**src/rtl/dualbus_pkg.sv**
```systemverilog
package dualbus_pkg;

  typedef enum logic {
    SEL_A = 1'b0,
    SEL_B = 1'b1
  } src_e;

  typedef struct packed {
    logic fire;
    logic good;
    logic perr_a;
    logic perr_b;
    logic cmp_err;
    src_e src;
  } verdict_t;

  function automatic int unsigned lane_count(input int unsigned w);
    return (w + 7) / 8;
  endfunction

endpackage

```
**src/rtl/dualbus_parity.sv**
```systemverilog
module dualbus_parity #(
  parameter int W     = 16,
  parameter int LANES = 2
) (
  input  logic [W-1:0]     word,
  output logic [LANES-1:0] par
);
  localparam int PADW = LANES * 8;

  logic [PADW-1:0] padded;
  assign padded = PADW'(word);

  for (genvar g = 0; g < LANES; g++) begin : g_lane
    assign par[g] = ^padded[8*g +: 8];
  end
endmodule

```
**src/rtl/dualbus_tx.sv**
```systemverilog
module dualbus_tx #(
  parameter int W     = 16,
  parameter int LANES = 2
) (
  input  logic             clk,
  input  logic             rst_n,
  input  logic             req,
  input  logic [W-1:0]     word,
  output logic             out_vld,
  output logic [W-1:0]     out_word,
  output logic [LANES-1:0] out_par
);
  logic             vld_d;
  logic [W-1:0]     word_d;
  logic [LANES-1:0] par_d;

  always_comb begin
    vld_d  = req;
    word_d = req ? word : '0;
  end

  dualbus_parity #(.W(W), .LANES(LANES)) u_par (
    .word (word_d),
    .par  (par_d)
  );

  always_ff @(posedge clk or negedge rst_n) begin
    if (!rst_n) begin
      out_vld  <= 1'b0;
      out_word <= '0;
      out_par  <= '0;
    end else begin
      out_vld  <= vld_d;
      out_word <= word_d;
      out_par  <= par_d;
    end
  end
endmodule

```
**src/rtl/dualbus_rx_vote.sv**
```systemverilog
module dualbus_rx_vote
  import dualbus_pkg::*;
#(
  parameter int W     = 16,
  parameter int LANES = 2
) (
  input  logic             en_a,
  input  logic             en_b,
  input  logic             vld_a,
  input  logic             vld_b,
  input  logic [W-1:0]     word_a,
  input  logic [W-1:0]     word_b,
  input  logic [LANES-1:0] par_a,
  input  logic [LANES-1:0] par_b,
  output verdict_t         vd,
  output logic [W-1:0]     pick
);
  logic [LANES-1:0] calc_a, calc_b;
  logic use_a, use_b, bad_a, bad_b;

  dualbus_parity #(.W(W), .LANES(LANES)) u_chk_a (.word(word_a), .par(calc_a));
  dualbus_parity #(.W(W), .LANES(LANES)) u_chk_b (.word(word_b), .par(calc_b));

  assign use_a = en_a & vld_a;
  assign use_b = en_b & vld_b;
  assign bad_a = use_a & (calc_a != par_a);
  assign bad_b = use_b & (calc_b != par_b);

  always_comb begin
    vd         = '0;
    vd.src     = SEL_A;
    vd.fire    = use_a | use_b;
    if (vd.fire) begin
      vd.perr_a = bad_a;
      vd.perr_b = bad_b;
      if (en_a && en_b) begin
        if (vld_a != vld_b) begin
          vd.cmp_err = 1'b1;
          vd.src     = use_a ? SEL_A : SEL_B;
        end else if (!bad_a && !bad_b) begin
          if (word_a == word_b) vd.good    = 1'b1;
          else                  vd.cmp_err = 1'b1;
        end else if (bad_a && !bad_b) begin
          vd.src  = SEL_B;
          vd.good = 1'b1;
        end else if (!bad_a && bad_b) begin
          vd.good = 1'b1;
        end
      end else begin
        vd.src  = use_a ? SEL_A : SEL_B;
        vd.good = use_a ? !bad_a : !bad_b;
      end
    end
  end

  assign pick = (vd.src == SEL_B) ? word_b : word_a;
endmodule

```
**src/rtl/dualbus_port.sv**
```systemverilog
module dualbus_port
  import dualbus_pkg::*;
#(
  parameter int DATA_W = 16,
  parameter int ADDR_W = 8,
  parameter int CTRL_W = 4,
  localparam int W     = DATA_W + ADDR_W + CTRL_W,
  localparam int LANES = dualbus_pkg::lane_count(W)
) (
  input  logic              clk,
  input  logic              rst_n,
  input  logic              bus_en_a,
  input  logic              bus_en_b,
  input  logic              tx_req,
  input  logic [CTRL_W-1:0] tx_ctrl,
  input  logic [ADDR_W-1:0] tx_addr,
  input  logic [DATA_W-1:0] tx_data,
  output logic              a_out_vld,
  output logic [CTRL_W-1:0] a_out_ctrl,
  output logic [ADDR_W-1:0] a_out_addr,
  output logic [DATA_W-1:0] a_out_data,
  output logic [LANES-1:0]  a_out_par,
  output logic              b_out_vld,
  output logic [CTRL_W-1:0] b_out_ctrl,
  output logic [ADDR_W-1:0] b_out_addr,
  output logic [DATA_W-1:0] b_out_data,
  output logic [LANES-1:0]  b_out_par,
  input  logic              a_in_vld,
  input  logic [CTRL_W-1:0] a_in_ctrl,
  input  logic [ADDR_W-1:0] a_in_addr,
  input  logic [DATA_W-1:0] a_in_data,
  input  logic [LANES-1:0]  a_in_par,
  input  logic              b_in_vld,
  input  logic [CTRL_W-1:0] b_in_ctrl,
  input  logic [ADDR_W-1:0] b_in_addr,
  input  logic [DATA_W-1:0] b_in_data,
  input  logic [LANES-1:0]  b_in_par,
  output logic              rx_vld,
  output logic [CTRL_W-1:0] rx_ctrl,
  output logic [ADDR_W-1:0] rx_addr,
  output logic [DATA_W-1:0] rx_data,
  output logic              rx_ok,
  output logic              rx_perr_a,
  output logic              rx_perr_b,
  output logic              rx_cmp_err
);
  localparam int COPIES = 2;

  // reset: asserted asynchronously, released on the clock
  logic [1:0] rst_pipe;
  logic       rst_sync_n;

  always_ff @(posedge clk or negedge rst_n) begin
    if (!rst_n) rst_pipe <= 2'b00;
    else        rst_pipe <= {rst_pipe[0], 1'b1};
  end
  assign rst_sync_n = rst_pipe[1];

  // transmit: one mirrored stage per copy
  logic [W-1:0]     tx_word;
  logic             cp_vld  [COPIES];
  logic [W-1:0]     cp_word [COPIES];
  logic [LANES-1:0] cp_par  [COPIES];

  assign tx_word = {tx_ctrl, tx_addr, tx_data};

  for (genvar c = 0; c < COPIES; c++) begin : g_copy
    dualbus_tx #(.W(W), .LANES(LANES)) u_tx (
      .clk      (clk),
      .rst_n    (rst_sync_n),
      .req      (tx_req),
      .word     (tx_word),
      .out_vld  (cp_vld[c]),
      .out_word (cp_word[c]),
      .out_par  (cp_par[c])
    );
  end

  assign a_out_vld = cp_vld[0];
  assign a_out_par = cp_par[0];
  assign {a_out_ctrl, a_out_addr, a_out_data} = cp_word[0];
  assign b_out_vld = cp_vld[1];
  assign b_out_par = cp_par[1];
  assign {b_out_ctrl, b_out_addr, b_out_data} = cp_word[1];

  // receive: vote, then register
  verdict_t     vd;
  logic [W-1:0] pick;

  dualbus_rx_vote #(.W(W), .LANES(LANES)) u_vote (
    .en_a   (bus_en_a),
    .en_b   (bus_en_b),
    .vld_a  (a_in_vld),
    .vld_b  (b_in_vld),
    .word_a ({a_in_ctrl, a_in_addr, a_in_data}),
    .word_b ({b_in_ctrl, b_in_addr, b_in_data}),
    .par_a  (a_in_par),
    .par_b  (b_in_par),
    .vd     (vd),
    .pick   (pick)
  );

  logic         rx_vld_d, rx_ok_d, perr_a_d, perr_b_d, cmp_d;
  logic [W-1:0] rx_word_d, rx_word_q;

  always_comb begin
    rx_vld_d  = vd.fire;
    rx_word_d = vd.fire ? pick : '0;
    rx_ok_d   = vd.fire & vd.good;
    perr_a_d  = vd.fire & vd.perr_a;
    perr_b_d  = vd.fire & vd.perr_b;
    cmp_d     = vd.fire & vd.cmp_err;
  end

  always_ff @(posedge clk or negedge rst_sync_n) begin
    if (!rst_sync_n) begin
      rx_vld     <= 1'b0;
      rx_word_q  <= '0;
      rx_ok      <= 1'b0;
      rx_perr_a  <= 1'b0;
      rx_perr_b  <= 1'b0;
      rx_cmp_err <= 1'b0;
    end else begin
      rx_vld     <= rx_vld_d;
      rx_word_q  <= rx_word_d;
      rx_ok      <= rx_ok_d;
      rx_perr_a  <= perr_a_d;
      rx_perr_b  <= perr_b_d;
      rx_cmp_err <= cmp_d;
    end
  end

  assign {rx_ctrl, rx_addr, rx_data} = rx_word_q;
endmodule

```
**config.mk**
```make
export PLATFORM = sky130hd
export DESIGN_NAME = dualbus_port
export DESIGN_NICKNAME = d
export VERILOG_FILES = /design/src/rtl/dualbus_pkg.sv /design/src/rtl/dualbus_parity.sv /design/src/rtl/dualbus_tx.sv /design/src/rtl/dualbus_rx_vote.sv /design/src/rtl/dualbus_port.sv
export SDC_FILE = /design/constraint.sdc
export NUM_CORES = 1
export LEC_CHECK = 0
export BUFFER_PORTS_ARGS = -buffer_cell sky130_fd_sc_hd__buf_2
export CAP_MARGIN = 20
export CORE_MARGIN = 5
export CORE_UTILIZATION = 41
export CTS_CLUSTER_DIAMETER = 60
export CTS_CLUSTER_SIZE = 16
export DETAILED_ROUTE_END_ITERATION = 16
export PLACE_DENSITY = 0.83
export SLEW_MARGIN = 30
export SYNTH_ARGS = -nofsm -noshare
export SYNTH_HDL_FRONTEND = slang
export SYNTH_SLANG_ARGS = --single-unit
```
**constraint.sdc**
```tcl
create_clock -name clk -period 2.14 [get_ports clk]
set_input_delay 0.428 -clock clk [delete_from_list [all_inputs] [get_ports clk]]
set_output_delay 0.428 -clock clk [all_outputs]
set_load 0.03 [all_outputs]
```
# Word level (Yosys, flattened, before mapping)
# Index checks and enable logic that the tools add are counted.
[word_totals]
in_bits = 99
register_bits = 68
elab_cells = 60
[classes]
bitwise = 9
n_mux = 19
reduce_logical = 18
n_eq_ne = 4
[op_table]
columns = ["cell", "n"]
rows = [
  ["$reduce_xor 8->1", 12],
  ["$mux 28", 3],
  ["$eq 28x28->1", 1],
  ["$mux 1", 14],
  ["$and 1x1->1", 8],
  ["$ne 4x4->1", 2],
  ["$mux 5", 1],
  ["$logic_and 1x1->1", 4],
  ["$logic_not 1->1", 2],
  ["$mux 2", 1],
  ["$ne 1x1->1", 1],
  ["$or 1x1->1", 1],
]

# Depth between registers and ports, before layout
[depth]
depth_word = 13
depth_mapped = 11
ltp_nobuf = 10

# Hierarchy
# Synthesis repeated with hierarchy kept, for this count alone.
[unflattened]
cells_unflattened = 450
hier_area_um2 = 4969.8
[modules_own_cells]
columns = ["module", "cells_per_inst", "instances", "area_per_inst_um2", "seq_area_each_um2"]
rows = [
  ["dualbus_tx", 63, 2, 1051.0, 825.8],
  ["dualbus_port", 71, 1, 1134.8, 875.8],
  ["dualbus_rx_vote", 157, 1, 892.1, 0.0],
  ["dualbus_parity", 24, 4, 210.2, 0.0],
]

# Worst setup path before layout
# OpenSTA, ideal clock, no wires.
[synth_path]
path_kind = "input -> register"
from = "input port b_in_addr[3]"
to = "register rx_word_q[10]"
n_path_buf = 1
path_stages = 10
setup_time_ns = 0.078
slack_ns = -0.594
arrival_ns = 2.656
required_ns = 2.062
cell_sequence = "xnor2_1 -> xnor3_1 -> xnor2_1 -> o41ai_4 -> ha_1 -> nor2_1 -> nor2_1 -> clkbuf_1 -> nand2_1 -> a21oi_1"
[synth_via]
elab_chain_cells = 12
elab_cells_between_ends = 13
[synth_lines]
columns = ["element", "line", "rtl"]
rows = [
  ["from (decl)", "dualbus_port.sv:35", "input logic [ADDR_W-1:0] b_in_addr,"],
  ["$reduce_xor 8->1 *", "dualbus_parity.sv:14", "assign par[g] = ^padded[8*g +: 8];"],
  ["$ne 4x4->1 *", "dualbus_rx_vote.sv:27", "assign bad_b = use_b & (calc_b != par_b);"],
  ["$and 1x1->1 *", "dualbus_rx_vote.sv:27", ""],
  ["$logic_not 1->1 *", "dualbus_rx_vote.sv:40, dualbus_rx_vote.sv:43", ""],
  ["$logic_and 1x1->1", "dualbus_rx_vote.sv:43", "end else if (bad_a && !bad_b) begin"],
  ["$mux 1", "dualbus_rx_vote.sv:43", ""],
  ["$mux 1 *", "dualbus_rx_vote.sv:40", "end else if (!bad_a && !bad_b) begin"],
  ["$mux 2 *", "dualbus_rx_vote.sv:37", "if (vld_a != vld_b) begin"],
  ["$mux 1 *", "dualbus_rx_vote.sv:36", "if (en_a && en_b) begin"],
  ["$mux 5 *", "dualbus_rx_vote.sv:33", "if (vd.fire) begin"],
  ["$mux 28 *", "dualbus_rx_vote.sv:56", "assign pick = (vd.src == SEL_B) ? word_b : word_a;"],
  ["$mux 28 *", "dualbus_port.sv:108", "rx_word_d = vd.fire ? pick : '0;"],
  ["named net rx_word_d[10]", "dualbus_port.sv:104", "logic [W-1:0] rx_word_d, rx_word_q;"],
  ["to (signal assigned)", "dualbus_port.sv:125", "rx_word_q <= rx_word_d;"],
  ["to (decl)", "dualbus_port.sv:104", ""],
]
# The timed path passes the listed nets; every way through them passes the cells marked *.

# Worst setup path in the final report
[layout_path]
from = "input port a_in_data[3]"
to = "register rx_word_q[26]"
[layout_via]
elab_chain_cells = 11
elab_cells_between_ends = 13
[layout_lines]
columns = ["element", "line", "rtl"]
rows = [
  ["from (decl)", "dualbus_port.sv:31", "input logic [DATA_W-1:0] a_in_data,"],
  ["$reduce_xor 8->1 *", "dualbus_parity.sv:14", ""],
  ["$ne 4x4->1 *", "dualbus_rx_vote.sv:26", "assign bad_a = use_a & (calc_a != par_a);"],
  ["$and 1x1->1 *", "dualbus_rx_vote.sv:26", ""],
  ["$logic_and 1x1->1 / $logic_not 1->1 (equally long branches)", "dualbus_rx_vote.sv:43, dualbus_rx_vote.sv:40", ""],
  ["$mux 1 / $logic_and 1x1->1 (equally long branches)", "dualbus_rx_vote.sv:43, dualbus_rx_vote.sv:40", ""],
  ["$mux 1 *", "dualbus_rx_vote.sv:40", ""],
  ["$mux 2 *", "dualbus_rx_vote.sv:37", ""],
  ["$mux 1 *", "dualbus_rx_vote.sv:36", ""],
  ["$mux 5 *", "dualbus_rx_vote.sv:33", ""],
  ["$mux 28 *", "dualbus_rx_vote.sv:56", ""],
  ["$mux 28 *", "dualbus_port.sv:108", ""],
  ["named net rx_word_d[26]", "dualbus_port.sv:104", ""],
]
# Marks and branches as above.

==> summary.md <==
| Metric | Value |
|---|---|
| Distinct cells, synth | 25 |
| Layout Area Growth over Synthesis | 59.7% |
| Final setup vio count | 30 |
| Vias in the first global route | around 3700 |
| Hold Path Origin | tx_data[12] |
| Routed via count | roughly 3500 |
| Worst Hold Depth | 2 |
| F_max | 413 MHz |
| Maximum clock path buffer count | 2 |
| Clock power frac | 0.288 |
| Die height | 106 um |
| Mapped Area | around 3700 um2 |
| DR pass1 iterations | 4 |
| Top FF cell, synth | dfrtp_1 |
| Leading area contributor after synthesis | dfrtp_1 |
| Post-route cell area | 5990 um2 |
| Filler cell count | roughly 650 |
| Switching share of total power | 0.341 |
| Power Density | 678 nW/um2 |
| Post-layout min period | around 2.4 ns |
| Mean post-synth cell area | 10.3 um2 |
| Port bufs | 197 |
| CTS Sinks | 68 |
| Critical Path RT | roughly 2.4 ns |
| Top Ports | 198 |
| First-pass GRT wire length | 19000 um |
| Die area | 11200 um2 |
| Most common cell in the netlist | dfrtp_1 |
| Initial antenna violation count | 1 |
| Largest net degree at the start of global routing | 35 |
| Hold Vio Cnt, Final | 0 |
| Internal power | 2.68 mW |
| Commonest cells post-synth | dfrtp_1 (68), xnor2_1 (67), nand2_1 (59) |
| Slew Viols, Final | 0 |
| Slowest CP cell | xnor3_1 |
| Worst-case vdd ir drop | 312 uV |
| Synthesis Warnings | 0 |
| Setup WS post-layout | -0.279 ns |
| Vias per Instance | 4.80 |
| CP max stage delay | 0.45 ns |
| Status | finished, violations left |
| RD Place Congestion | 0.830 |
| DRT iter0 DRCs | slightly above 100 |
| Worst Path Class, Setup | in2reg |
| CP Max Fanout | 7 |
| Layout Cells excl Fill | 724 |
| Sequential-to-total area share from yosys stat | 0.454 |
| Root Buffer Master | clkbuf_8 |
| Sequential share of power | 0.350 |
| Share of cells above drive strength 1 | 0.600 |
| CP most frequent cell | buf_12 |
| Initial Util | 0.426 |
| RSZ-0062 raised after global routing | yes |
| Final WL | 12500 um |
| Worst slew margin | 0.511 |
| Critical-path cell list | buf_4 > xor2_2 > xnor3_1 > xnor2_2 > nor4_2 > nor2_1 > ha_2 > buf_6 > o21ai_4 > buf_12 > buf_12 > nand2_2 > a21oi_2 |
| Post-route ant nets | 0 |
| Placed Instance Area | 5160 um2 |
| H-tree depth | 3 |
| RR Endpoint | rx_word_q[3]$_DFF_PN0_ |
| Global route overflow | 0 |
| #FFs+latches synth | 68 |
| Final Cycle Share | 1.13 |
| Clock-pin slew on the worst setup and hold paths | 0.08 ns |
| Number of synthesized flops with an enable pin | 0 |
| Clk_lat worst skew | about 0.34 ns |
| Syn Nets | around 460 |
| Violated checks | negative setup slack |
| Final Net Count | 711 |
| Detail Placement HPWL | just over 9000 um |
| Mean routed wirelength per cell | 17.3 um |
| Slew @ Worst Pin | 0.734 ns |
| CP arrival | ~2.7 ns |
| Switching pwr | approximately 1.4 mW |
| Synth area leaders | dfrtp_1 (45%), xnor2_1 (16%), xor2_1 (7.0%) |
| Post-synth top area share | 0.454 |
| Crit path capture type | register |
| Combinational group share of total power | 0.362 |
| TritonCTS clock tree | done |
| Global Route Usage Sum | 0.218 |
| Worst hold path class | in2reg |
| P_leak | 3.11 nW |
| Worst hold path endpoint | g_copy[1].u_tx.out_word[12]$_DFF_PN0_ |
| Fraction of registers with async set/reset | 1.00 |
| Num CTS Buffers | 9 |
| Die Width | 106 um |
| Rows | 34 |
| Origin of the critical flop-to-flop path | rst_pipe[1]$_DFF_PN0_ |
| Startpoint Class | input pin |
| Worst R2R Setup Slack | 1.15 ns |
| Final TNS setup | -6.62 ns |
| Reg2Reg Depth | 1 |
| Placed Cells incl. Taps | 693 |
| MaxCap Viol Count | 0 |
| Final Util | 0.680 |
| Final hold slack | between 0.3 and 0.4 ns |
| Drc violations | 0 |
| Core ar. | 8810 um2 |
| Setup Skew | 0.00916 ns |
| Gate Count Post-Synth | 363 |
-- layout make-up --
| cell class | instances | area, um2 | share of cell area |
|---|---|---|---|
| Multi-Input combinational cell | 250 | 2150 | 0.359 |
| Timing Repair Buffer | 277 | 1760 | 0.294 |
| Clock inverter | 6 | 90.1 | 0.0150 |
| Tap cell | 108 | 135 | 0.0226 |
| Sequential cell | 68 | 1700 | 0.284 |
| Inverter | 4 | 17.5 | 0.00293 |
| Antenna cell | 1 | 2.50 | 0.000418 |
| Clock buffer | 10 | 128 | 0.0213 |
-- cells in the final DEF, fill, tap and decap left out, types with 9 or more instances in the layout --
cell / netlist / routed
buf_6: 0 / 10
buf_4: 33 / 73
nand2_2: 0 / 12
buf_2: 0 / 185
clkbuf_8: 0 / 9
xnor2_1: 67 / 57
nand2_1: 59 / 34
and2_1: 34 / 34
xor2_1: 30 / 29
dfrtp_1: 68 / 67
a21oi_2: 0 / 24
nand2_4: 0 / 13
-- worst max path at each step --
stage	from	endpoint	slack, ns	cells after the start
floorplan	b_in_data[11]	rx_word_q[10]$_DFF_PN0_	-0.36	10
global placement	b_in_data[11]	rx_word_q[5]$_DFF_PN0_	-0.70	10
detailed placement	a_in_data[15]	rx_word_q[5]$_DFF_PN0_	-0.84	11
CTS	a_in_addr[6]	rx_word_q[18]$_DFF_PN0_	-0.23	13
global route	b_in_data[11]	rx_word_q[26]$_DFF_PN0_	-0.36	10
finish	a_in_data[3]	rx_word_q[26]$_DFF_PN0_	-0.28	13
-- power by group through the flow --
stage	clock network, mW	registers [mW]	logic (mW)
after floorplan	0	1.64	0.620
after global placement	0	1.45	1.25
after detailed placement	0	1.45	1.27
after CTS	1.20	1.43	1.43
after global routing	1.26	1.44	1.55
final	1.17	1.42	1.47
-- metal layers --
layer | wire, um | part of all wire | track usage | up-vias
met5 | 0 | 0 | 0 | -
met3 | 996 | 0.080 | 0.0587 | 25
li1 | - | - | - | 1619
met4 | 341 | 0.027 | 0.0953 | 0
met1 | 4430 | 0.35 | 0.232 | 1656
met2 | 6760 | 0.54 | 0.403 | 173
-- critical path, delay by kind of cell --
| kind | cells | cell delay (ns) |
|---|---|---|
| compound gates | 2 | 0.32 |
| xor+xnor | 3 | 0.77 |
| fa+ha+maj | 1 | 0.20 |
| buf+inv | 4 | 0.54 |
| simple gates | 3 | 0.44 |
-- timing repair --
item	CTS	global route
buffers inserted	7	2
setup endpoints to repair	30	30
hold buffers	1	0
cloned	4	0
pin swaps	54	21
hold endpoints to repair	2	0
gates resized for setup	83	25
-- registers in the layout, summed over array words and instances (netlist names) --
register and cells:
rx_cmp_err 1, rx_perr_b 1, rx_ok 1, g_copy.u_tx.out_word 28, rx_word_q 28, rx_vld 1, rx_perr_a 1, g_copy.u_tx.out_par 4
g_copy.u_tx.out_vld 1, rst_pipe 2
-- stage by stage --
step	worst slack, ns	power, mW
2_1_floorplan	-0.360	2.26
3_5_place_dp	-0.841	2.72
4_1_cts	-0.227	4.05
6_report	-0.279	4.06
5_1_grt	-0.364	4.24
3_3_place_gp	-0.697	2.70
-- logic make-up after synthesis --
| logic type | synth area share |
|---|---|
| AO/OA/AOI/OAI | 0.0561 |
| XOR/XNOR | 0.263 |
| adder cells (fa/ha/maj) | 0.00667 |
| buffers and inverters | 0.0801 |
| flip-flops | 0.454 |
| other | 0.00100 |
| AND/OR/NAND/NOR | 0.139 |
Power figures use the tool's default switching activity.
